===== config.mk =====
export PLATFORM = sky130hd
export DESIGN_NAME = rn2_rename
export DESIGN_NICKNAME = d
export VERILOG_FILES = /design/src/rtl/rn2_pkg.sv /design/src/rtl/rn2_free_list.sv /design/src/rtl/rn2_map_table.sv /design/src/rtl/rn2_group_fix.sv /design/src/rtl/rn2_rename.sv
export SDC_FILE = /design/constraint.sdc
export NUM_CORES = 2
export LEC_CHECK = 0
export BUFFER_PORTS_ARGS = -buffer_cell sky130_fd_sc_hd__buf_2
export CAP_MARGIN = 10
export CORE_MARGIN = 8
export CORE_UTILIZATION = 40
export CTS_BUF_LIST = sky130_fd_sc_hd__clkbuf_4 sky130_fd_sc_hd__clkbuf_8
export DETAILED_ROUTE_END_ITERATION = 8
export GPL_ROUTABILITY_DRIVEN = 1
export GPL_TIMING_DRIVEN = 0
export PLACE_DENSITY = 0.56
export SYNTH_ARGS = -nofsm -noshare
export SYNTH_HDL_FRONTEND = slang
export SYNTH_SLANG_ARGS = --single-unit

===== constraint.sdc =====
create_clock -name clk -period 5.65 [get_ports clk]
set_clock_uncertainty 0.05 [all_clocks]
set_input_delay 0.2825 -clock clk [delete_from_list [all_inputs] [get_ports clk]]
set_output_delay 0.2825 -clock clk [all_outputs]
set_load 0.01 [all_outputs]

===== src/rtl/rn2_pkg.sv =====
package rn2_pkg;
   localparam int unsigned GROUP_WIDTH   = 2;
   localparam int unsigned SRCS_PER_INST = 2;
   localparam int unsigned TABLE_READS   = GROUP_WIDTH * (SRCS_PER_INST + 1);
endpackage


===== src/rtl/rn2_free_list.sv =====
module rn2_free_list #(
   parameter int unsigned PHYS_REGS  = 64,
   parameter int unsigned FIRST_FREE = 32,
   localparam int unsigned PW = $clog2(PHYS_REGS),
   localparam int unsigned CW = $clog2(PHYS_REGS + 1)
) (
   input  logic          clk,
   input  logic          rst_n,
   input  logic [1:0]    pop_n,
   input  logic          push,
   input  logic [PW-1:0] push_reg,
   output logic [PW-1:0] head0,
   output logic [PW-1:0] head1,
   output logic [CW-1:0] avail
);
   localparam int unsigned INIT_FREE = PHYS_REGS - FIRST_FREE;

   if ((PHYS_REGS & (PHYS_REGS - 1)) != 0) begin : g_bad_depth
      $error("rn2_free_list: PHYS_REGS must be a power of two");
   end
   if (FIRST_FREE + 2 > PHYS_REGS) begin : g_bad_split
      $error("rn2_free_list: fewer than two initially free registers");
   end

   logic [PW-1:0] pool_q [PHYS_REGS];
   logic [PW-1:0] rd_q, wr_q;
   logic [CW-1:0] cnt_q;

   assign head0 = pool_q[rd_q];
   assign head1 = pool_q[rd_q + PW'(1)];
   assign avail = cnt_q;

   always_ff @(posedge clk) begin
      if (!rst_n) begin
         for (int i = 0; i < PHYS_REGS; i++)
            pool_q[i] <= (i < INIT_FREE) ? PW'(FIRST_FREE + i) : '0;
         rd_q  <= '0;
         wr_q  <= PW'(INIT_FREE);
         cnt_q <= CW'(INIT_FREE);
      end else begin
         if (push) begin
            pool_q[wr_q] <= push_reg;
            wr_q         <= wr_q + PW'(1);
         end
         rd_q  <= rd_q + PW'(pop_n);
         cnt_q <= cnt_q + CW'(push) - CW'(pop_n);
      end
   end

   a_r7_no_underflow: assert property (@(posedge clk) disable iff (!rst_n)
      CW'(pop_n) <= cnt_q);
   a_r9_count_bound: assert property (@(posedge clk) disable iff (!rst_n)
      cnt_q <= CW'(INIT_FREE));
endmodule


===== src/rtl/rn2_map_table.sv =====
module rn2_map_table #(
   parameter int unsigned ARCH_REGS = 32,
   parameter int unsigned PHYS_REGS = 64,
   parameter int unsigned NRD       = 6,
   localparam int unsigned AW = $clog2(ARCH_REGS),
   localparam int unsigned PW = $clog2(PHYS_REGS)
) (
   input  logic                    clk,
   input  logic                    rst_n,
   input  logic [NRD-1:0][AW-1:0]  rd_addr,
   output logic [NRD-1:0][PW-1:0]  rd_data,
   input  logic [1:0]              we,
   input  logic [1:0][AW-1:0]      wa,
   input  logic [1:0][PW-1:0]      wd
);
   if ((ARCH_REGS & (ARCH_REGS - 1)) != 0) begin : g_bad_arch
      $error("rn2_map_table: ARCH_REGS must be a power of two");
   end
   if (PHYS_REGS <= ARCH_REGS) begin : g_bad_phys
      $error("rn2_map_table: PHYS_REGS must exceed ARCH_REGS");
   end

   logic [PW-1:0] map_q [ARCH_REGS];

   for (genvar g = 0; g < NRD; g++) begin : g_rd
      assign rd_data[g] = map_q[rd_addr[g]];
   end

   always_ff @(posedge clk) begin
      if (!rst_n) begin
         for (int i = 0; i < ARCH_REGS; i++) map_q[i] <= PW'(i);
      end else begin
         for (int k = 0; k < 2; k++)
            if (we[k]) map_q[wa[k]] <= wd[k];
      end
   end

   a_r5_one_writer_per_reg: assert property (@(posedge clk) disable iff (!rst_n)
      (we[0] && we[1]) |-> (wa[0] != wa[1]));
endmodule


===== src/rtl/rn2_group_fix.sv =====
module rn2_group_fix #(
   parameter int unsigned AW   = 5,
   parameter int unsigned PW   = 6,
   parameter int unsigned NSRC = 2
) (
   input  logic                   old_ok,
   input  logic                   yng_ok,
   input  logic [AW-1:0]          old_dst,
   input  logic [PW-1:0]          old_new,
   input  logic [NSRC-1:0][AW-1:0] yng_src,
   input  logic [AW-1:0]          yng_dst,
   input  logic [NSRC-1:0][PW-1:0] tbl_src,
   input  logic [PW-1:0]          tbl_prev,
   output logic [NSRC-1:0][PW-1:0] fix_src,
   output logic [PW-1:0]          fix_prev,
   output logic                   old_write
);
   logic dst_hit;

   for (genvar g = 0; g < NSRC; g++) begin : g_src
      logic hit;
      assign hit        = old_ok && (yng_src[g] == old_dst);
      assign fix_src[g] = hit ? old_new : tbl_src[g];
   end

   assign dst_hit   = old_ok && (yng_dst == old_dst);
   assign fix_prev  = dst_hit ? old_new : tbl_prev;
   assign old_write = old_ok && !(yng_ok && dst_hit);
endmodule


===== src/rtl/rn2_rename.sv =====
module rn2_rename #(
   parameter int unsigned ARCH_REGS = 32,
   parameter int unsigned PHYS_REGS = 64,
   localparam int unsigned AW = $clog2(ARCH_REGS),
   localparam int unsigned PW = $clog2(PHYS_REGS)
) (
   input  logic          clk,
   input  logic          rst_n,
   input  logic          i0_vld,
   input  logic [AW-1:0] i0_srca,
   input  logic [AW-1:0] i0_srcb,
   input  logic [AW-1:0] i0_dst,
   input  logic          i1_vld,
   input  logic [AW-1:0] i1_srca,
   input  logic [AW-1:0] i1_srcb,
   input  logic [AW-1:0] i1_dst,
   input  logic          rel_vld,
   input  logic [PW-1:0] rel_preg,
   output logic          stall,
   output logic          o0_vld,
   output logic [PW-1:0] o0_psa,
   output logic [PW-1:0] o0_psb,
   output logic [PW-1:0] o0_pd,
   output logic [PW-1:0] o0_prev,
   output logic          o1_vld,
   output logic [PW-1:0] o1_psa,
   output logic [PW-1:0] o1_psb,
   output logic [PW-1:0] o1_pd,
   output logic [PW-1:0] o1_prev
);
   import rn2_pkg::*;
   localparam int unsigned CW = $clog2(PHYS_REGS + 1);

   logic [CW-1:0] avail;
   logic [PW-1:0] head0, head1;
   logic [1:0]    pop_n;
   logic          w0_keep;
   logic [TABLE_READS-1:0][AW-1:0] rd_addr;
   logic [TABLE_READS-1:0][PW-1:0] rd_data;
   logic [1:0]          we;
   logic [1:0][AW-1:0]  wa;
   logic [1:0][PW-1:0]  wd;
   logic [SRCS_PER_INST-1:0][PW-1:0] ps1;

   assign stall  = (i0_vld || i1_vld) && (avail < CW'(GROUP_WIDTH));
   assign o0_vld = i0_vld && !stall;
   assign o1_vld = i1_vld && !stall;
   assign pop_n  = {1'b0, o0_vld} + {1'b0, o1_vld};
   assign o0_pd  = head0;
   assign o1_pd  = o0_vld ? head1 : head0;

   rn2_free_list #(.PHYS_REGS(PHYS_REGS), .FIRST_FREE(ARCH_REGS)) u_pool (
      .clk(clk), .rst_n(rst_n), .pop_n(pop_n), .push(rel_vld),
      .push_reg(rel_preg), .head0(head0), .head1(head1), .avail(avail));

   assign rd_addr = {i1_dst, i1_srcb, i1_srca, i0_dst, i0_srcb, i0_srca};
   assign o0_psa  = rd_data[0];
   assign o0_psb  = rd_data[1];
   assign o0_prev = rd_data[2];

   rn2_group_fix #(.AW(AW), .PW(PW), .NSRC(SRCS_PER_INST)) u_fix (
      .old_ok(o0_vld), .yng_ok(o1_vld), .old_dst(i0_dst), .old_new(o0_pd),
      .yng_src({i1_srcb, i1_srca}), .yng_dst(i1_dst),
      .tbl_src({rd_data[4], rd_data[3]}), .tbl_prev(rd_data[5]),
      .fix_src(ps1), .fix_prev(o1_prev), .old_write(w0_keep));

   assign o1_psa = ps1[0];
   assign o1_psb = ps1[1];

   assign we = {o1_vld, w0_keep};
   assign wa = {i1_dst, i0_dst};
   assign wd = {o1_pd, o0_pd};

   rn2_map_table #(.ARCH_REGS(ARCH_REGS), .PHYS_REGS(PHYS_REGS), .NRD(TABLE_READS)) u_map (
      .clk(clk), .rst_n(rst_n), .rd_addr(rd_addr), .rd_data(rd_data),
      .we(we), .wa(wa), .wd(wd));

   a_r1_distinct_alloc: assert property (@(posedge clk) disable iff (!rst_n)
      (o0_vld && o1_vld) |-> (o0_pd != o1_pd));
   a_r3_group_bypass: assert property (@(posedge clk) disable iff (!rst_n)
      (o0_vld && o1_vld && i1_srca == i0_dst) |-> (o1_psa == o0_pd));
   a_r6_prev_from_elder: assert property (@(posedge clk) disable iff (!rst_n)
      (o0_vld && o1_vld && i1_dst == i0_dst) |-> (o1_prev == o0_pd));
   a_r7_stall_blocks: assert property (@(posedge clk) disable iff (!rst_n)
      stall |-> (!o0_vld && !o1_vld));
   a_r8_idle_no_out: assert property (@(posedge clk) disable iff (!rst_n)
      !i1_vld |-> !o1_vld);
endmodule


* Word-level counts from Yosys, hierarchy flattened
Memory sizes are Yosys's and may differ from the RTL's. A register that Yosys moved wholly into a read port is not among the register bits. Cells that the tools add are included.
Storage, ports and cells: word-level logic and storage cells 53, output and inout port bits 51, latch bits 0, bits in read-only memories 0, memories kept 2, RAM bits 576, flip-flop bits (word level) 19, input port bits 41
Operators by class: $mul 0, bitwise operators 0, add/subtract/negate cells 6, shift operators 0, multiplexer cells 24, magnitude comparators 1, reductions and logical operators 14, div/mod/pow operators 0, eq/ne operators 3
Memories:
- u_pool.pool_q | words 64, bits a word 6, rd ports 2, clocked after Yosys merged registers in 1, write ports 64, line rn2_free_list.sv:25 | logic [PW-1:0] pool_q [PHYS_REGS];
- u_map.map_q | words 32, bits a word 6, rd ports 6, clocked after Yosys merged registers in 0, write ports 32, line rn2_map_table.sv:23 | logic [PW-1:0] map_q [ARCH_REGS];
Operators with widths (count):
- $mux W6 | 9
- $reduce_or A6 Y1 | 3
- $eq A5 B5 Y1 | 3
- $mux W1 | 13
- $add A6 B1 Y6 const B | 2
- $mux W5 | 2
- $logic_and A1 B1 Y1 | 8
- $add A7 B1 Y7 | 1
- $lt A7 B2 Y1 const B | 1
- $sub A7 B2 Y7 | 1
- $add A6 B2 Y6 | 1
- $add A1 B1 Y2 | 1
- $logic_not A1 Y1 | 2
- $logic_or A1 B1 Y1 | 1

* Longest topological paths before layout
depth in word-level cells 13, gate-level depth with buffers 20, mapped depth without buffers 17

* Cells and area by module
From an unflattened synthesis, not the netlist that was laid out.
Second synthesis, totals: cell total of the unflattened synthesis 2685, area, all modules 40420.0 um^2
Modules (own cells, without submodules):
- rn2_free_list | times used 1, cells an instance 1531, area an instance 21815.9 um^2
- rn2_map_table | times used 1, cells an instance 1095, area an instance 17982.2 um^2
- rn2_group_fix | times used 1, cells an instance 42, area an instance 456.7 um^2
- rn2_rename | times used 1, cells an instance 17, area an instance 165.2 um^2

* Worst setup path before layout
OpenSTA, ideal clock, no wires.
kind register -> register, from reg u_pool.cnt_q[3], in the netlist u_pool.avail[3], to reg u_pool.cnt_q[6], in the netlist u_pool.avail[6], path slack 1.438 ns, clock period less this slack 4.212 ns, data arrival time 4.047 ns, buffers on the path 3, required time 5.485 ns, cell stages (with the launch flop) 21, cells stage by stage dfxtp_1 > inv_1 > ha_1 > nor2b_1 > or3_1 > nand2_1 > inv_1 > clkbuf_1 > clkbuf_1 > clkbuf_1 > ha_1 > ha_1 > inv_1 > ha_1 > fa_1 > a21o_1 > a21oi_1 > o21bai_1 > a21oi_1 > xor2_1 > and2_1
Between the ends: word-level cells in the longest chain between the ends 6, elaborated cells between the ends (all ways) 8
RTL lines:
- from (decl) | line rn2_free_list.sv:27 | logic [CW-1:0] cnt_q;
- from (signal assigned) | line rn2_free_list.sv:39 | cnt_q <= CW'(INIT_FREE);
- from (signal assigned) | line rn2_free_list.sv:46 | cnt_q <= cnt_q + CW'(push) - CW'(pop_n);
- $lt A7 B2 Y1 | line rn2_rename.sv:45 | assign stall = (i0_vld || i1_vld) && (avail < CW'(GROUP_WIDTH));
- $logic_and A1 B1 Y1 | line rn2_rename.sv:45
- $logic_not A1 Y1 | line rn2_rename.sv:46 | assign o0_vld = i0_vld && !stall;
- $logic_and A1 B1 Y1 | line rn2_rename.sv:46
- net o0_vld | line rn2_rename.sv:20 | output logic o0_vld,
- $add A1 B1 Y2 | line rn2_rename.sv:48 | assign pop_n = {1'b0, o0_vld} + {1'b0, o1_vld};
- $sub A7 B2 Y7 | line rn2_free_list.sv:46
The timed path passes the listed nets, and every way through them passes these cells. A chain may end at the register's enable or synchronous reset.

* Worst setup path in the final report
from reg u_pool.rd_q[0], to out o1_pd[4]
Between the ends: word-level cells in the longest chain between the ends 3
RTL lines:
- from (decl) | line rn2_free_list.sv:26 | logic [PW-1:0] rd_q, wr_q;
- from (signal assigned) | line rn2_free_list.sv:45 | rd_q <= rd_q + PW'(pop_n);
- $add A6 B1 Y6 | line rn2_free_list.sv:30 | assign head1 = pool_q[rd_q + PW'(1)];
- $mem_v2 Z64 W6
- $mux W6 | line rn2_rename.sv:50 | assign o1_pd = o0_vld ? head1 : head0;
- to (decl) | line rn2_rename.sv:28 | output logic [PW-1:0] o1_pd,
No other way between the ends.

==> impl_metrics.py <==
metrics = {
    "placed_design": {
        "dp_cells": 4666,
        "hpwl_um": 149000,
        "gp_congestion": 1.05,
        "io_buffer_count": 71,
    },
    "synth": {
        "async_flop_share_pct": 0,
        "synthDistinctLibCells": 65,
        "synth_edf_count": 576,
        "seq_area_frac_synth_pct": 43.3,
        "synth-compound-area-share_pct": 7.48,
        "synth_top_family_by_area": "multiplexers",
        "ys.flop_type": "edfxtp_1",
        "synth_area_leaders": "edfxtp_1, mux4_2, nor3_1",
        "netlist.area_leader.share_pct": 42.4,
        "synth.largest_area_cell": "edfxtp_1",
        "netlist_instances": 3199,
        "synthesis.area_sq_mm": 0.0408,
        "ys_ff_latch": 595,
        "syn_area_per_cell_sq_um": 12.7,
        "syn_nets": 3259,
        "synthAdderAreaFrac_pct": 0.620,
        "synthMuxAreaShare_pct": 32.3,
        "synth_xor_area_share_pct": 0.721,
        "synthSimpleGateAreaFrac_pct": 11.1,
        "synth_warnings": 0,
    },
    "floorplanning": {
        "initial_utilization_pct": 40.2,
        "die_area_sq_mm": 0.112,
        "core_sq_mm": 0.101,
        "die_w_um": 335,
        "io_pins": 92,
        "rows": 117,
        "die_height_um": 335,
    },
    "global_route": {
        "grt_use_total_pct": 33.7,
        "grt_first_pass_wirelength_um": 266000,
        "overflow": 0,
        "grt_max_degree": 16,
        "grt_pass1_vias": 33100,
        "grt_antenna_before_repair": 12,
    },
    "critical_path": {
        "cp-end-kind": "primary output",
        "path_max_fanout": 10,
        "cp_slowest_cell": "o211ai_1",
        "crit_buf_inv": 8,
        "critical_path.reg2reg.startpoint": "u_pool.avail[3]",
        "crit_chain": "buf_4 > buf_6 > buf_6 > buf_6 > buf_6 > buf_4 > buf_4 > mux4_2 > mux2i_1 > o211ai_1 > o311ai_4 > a21boi_1 > buf_2",
        "worst_path_largest_cell_delay_ps": 660,
        "required_ps": 5320,
        "critPathKind": "reg2out",
        "critPathLaunchType": "flop",
        "cp-startpoint": "u_pool.rd_q[0]",
        "crit_arrival_ps": 5350,
        "crit_family": "buffers and inverters",
        "crit_top_cell": "buf_6",
    },
    "finish": {
        "drive_above_1_share_pct": 27.6,
        "syn_to_final_growth_pct": 11.6,
        "final_cell_mix": "edfxtp_1, mux4_2, nor3_1",
        "fin_cells": 4879,
        "post-route-util_pct": 44.9,
        "final_common_cell": "edfxtp_1",
        "nFillCells": 9423,
        "nets": 3482,
    },
    "clock_network": {
        "clock-sinks": 595,
        "cts_root_buf": "clkbuf_8",
        "cts_buffers": 101,
        "clockBufferDepth": 3,
        "cts_tree": "done",
        "clock_latency_ps": 770,
        "htreeDepth": 3,
        "clk_transition_reported_paths_ps": 60,
    },
    "outcome": {
        "status": "finished with violations",
        "failed_checks": "setup timing",
    },
    "power_and_ir_drop": {
        "ir_drop_mv": 0.248,
        "power_mw": 15.3,
        "cellPowerDensity_mw_per_mm2": 337,
        "power_leakage_nw": 13.3,
    },
    "detailed_routing": {
        "drt_pass1_iterations": 8,
        "wirelength_um": 195000,
        "via_per_inst": 7.15,
        "wl_per_cell_um": 40.0,
        "dr.first_iter.drc_count": 6042,
        "drt.antenna.violating_nets": 0,
        "drc": 0,
        "vias": 34900,
    },
    "sta": {
        "setup_tns_ps": -81.0,
        "slew_violations": 0,
        "period_share_pct": 101,
        "rsz0062_at_grt": "no",
        "fmax_mhz": 176,
        "final_hold_viol_count": 0,
        "worst_slack_ps": -37.1,
        "max_slew_margin_pct": 4.57,
        "tightest_slew_ps": 1420,
        "report.final.setup_viol": 3,
        "period_needed_ps": 5690,
        "timing.hold.ws_ps": 59.2,
    },
    "min_path": {
        "hp-class": "in2reg",
        "min_from": "rel_preg[2]",
    },
    "flow_run": {
        "drv_cap": 0,
    },
}
[timing repair]
item / 4_1_cts / 5_1_grt
resized for setup: 12 / 12
cloned: 0 / 0
hold buffers: 5 / 0
pin swaps: 0 / 1
endpoints found under the setup margin: 12 / 14
buffers inserted: 0 / 0
endpoints found under the hold margin: 6 / 0
[cell families (layout without fill, tap and decap cells)]
kind of cell | count (synthesis) | after routing
other | 0 | 5
flip-flops | 595 | 595
XOR/XNOR | 31 | 31
AO/OA/AOI/OAI | 526 | 526
multiplexers | 650 | 650
buffers and inverters | 398 | 705
AND/OR/NAND/NOR | 980 | 980
adder cells (fa/ha/maj) | 19 | 19
[through the flow]
stage	worst slack [ps]	instance area, sq um
2_1_floorplan	1440	40800
3_3_place_gp	-330	42800
3_5_place_dp	-350	43100
4_1_cts	26.5	45300
5_1_grt	69.5	45500
6_report	-37.1	45500
[routing by layer]
layer / GRT usage (%) / part of all wire [%] / up-vias
met5: 0 / 0.036 / -
met4: 26.6 / 10 / 10
met3: 9.89 / 14 / 916
met2: 50.7 / 43 / 3412
met1: 40.6 / 33 / 17300
li1: - / - / 13300
[state kept, by name, summed over array words and instances, names as in the netlist]
name,flops
u_pool.pool_q,384
u_map.map_q,192
u_pool.avail,7
u_pool.rd_q,6
u_pool.wr_q,6
[worst paths after layout]
| path | slack (ps) | endpoint | cells past startpoint |
|---|---|---|---|
| setup / recovery | -40 | o1_pd[4] | 13 |
| hold / removal | 60 | u_pool.pool_q[16][2] | 3 |
| hold reg to reg | 570 | u_pool.wr_q[1] | 2 |
| setup reg to reg | 430 | u_pool.avail[6] | 19 |
[cells in the mapped netlist (16+ instances only)]
cell / instances
or3_1: 35
buf_6: 22
nor2_1: 210
o22ai_1: 24
buf_1: 48
nand3_1: 125
o21ai_0: 131
inv_1: 21
nor3_1: 267
buf_2: 44
a221oi_1: 16
edfxtp_1: 576
a21oi_1: 247
clkbuf_1: 235
ha_1: 17
and2_1: 27
dfxtp_1: 19
nand2_1: 248
xor2_1: 17
o211ai_1: 21
mux2_2: 35
mux4_2: 530
mux2i_1: 85
nor2b_1: 25
buf_4: 21
[power breakdown]
group          internal (mW)  switching [mW]
Combinational           2.14            3.82
Sequential              4.99           0.186
Clock                   2.22            1.98
[final cells by class]
cell class / instances / area (sq um) / share of cell area (%)
multi-input cells: 2206 / 21400 / 46.9
flip-flops and latches: 595 / 17700 / 38.8
plain buffers: 370 / 1720 / 3.78
well taps: 1368 / 1710 / 3.76
clock buffers: 125 / 1580 / 3.46
repair buffers: 122 / 826 / 1.81
clock inverters: 62 / 532 / 1.17
inverters: 26 / 97.6 / 0.214
diodes: 5 / 12.5 / 0.0275
[worst reg2reg max path: stages, from the launching register on]
cell	delay, ps
dfxtp_1	340
inv_1	80
ha_1	200
o211a_1	130
or3_1	370
nand2_1	560
inv_1	200
clkbuf_2	370
clkbuf_2	450
ha_1	490
ha_1	300
inv_1	40
ha_1	210
fa_1	470
a21o_1	180
a21oi_1	210
o21bai_1	90
a21oi_1	170
xor2_1	80
and2_1	150
No activity file was read; power rests on OpenSTA's default activity.
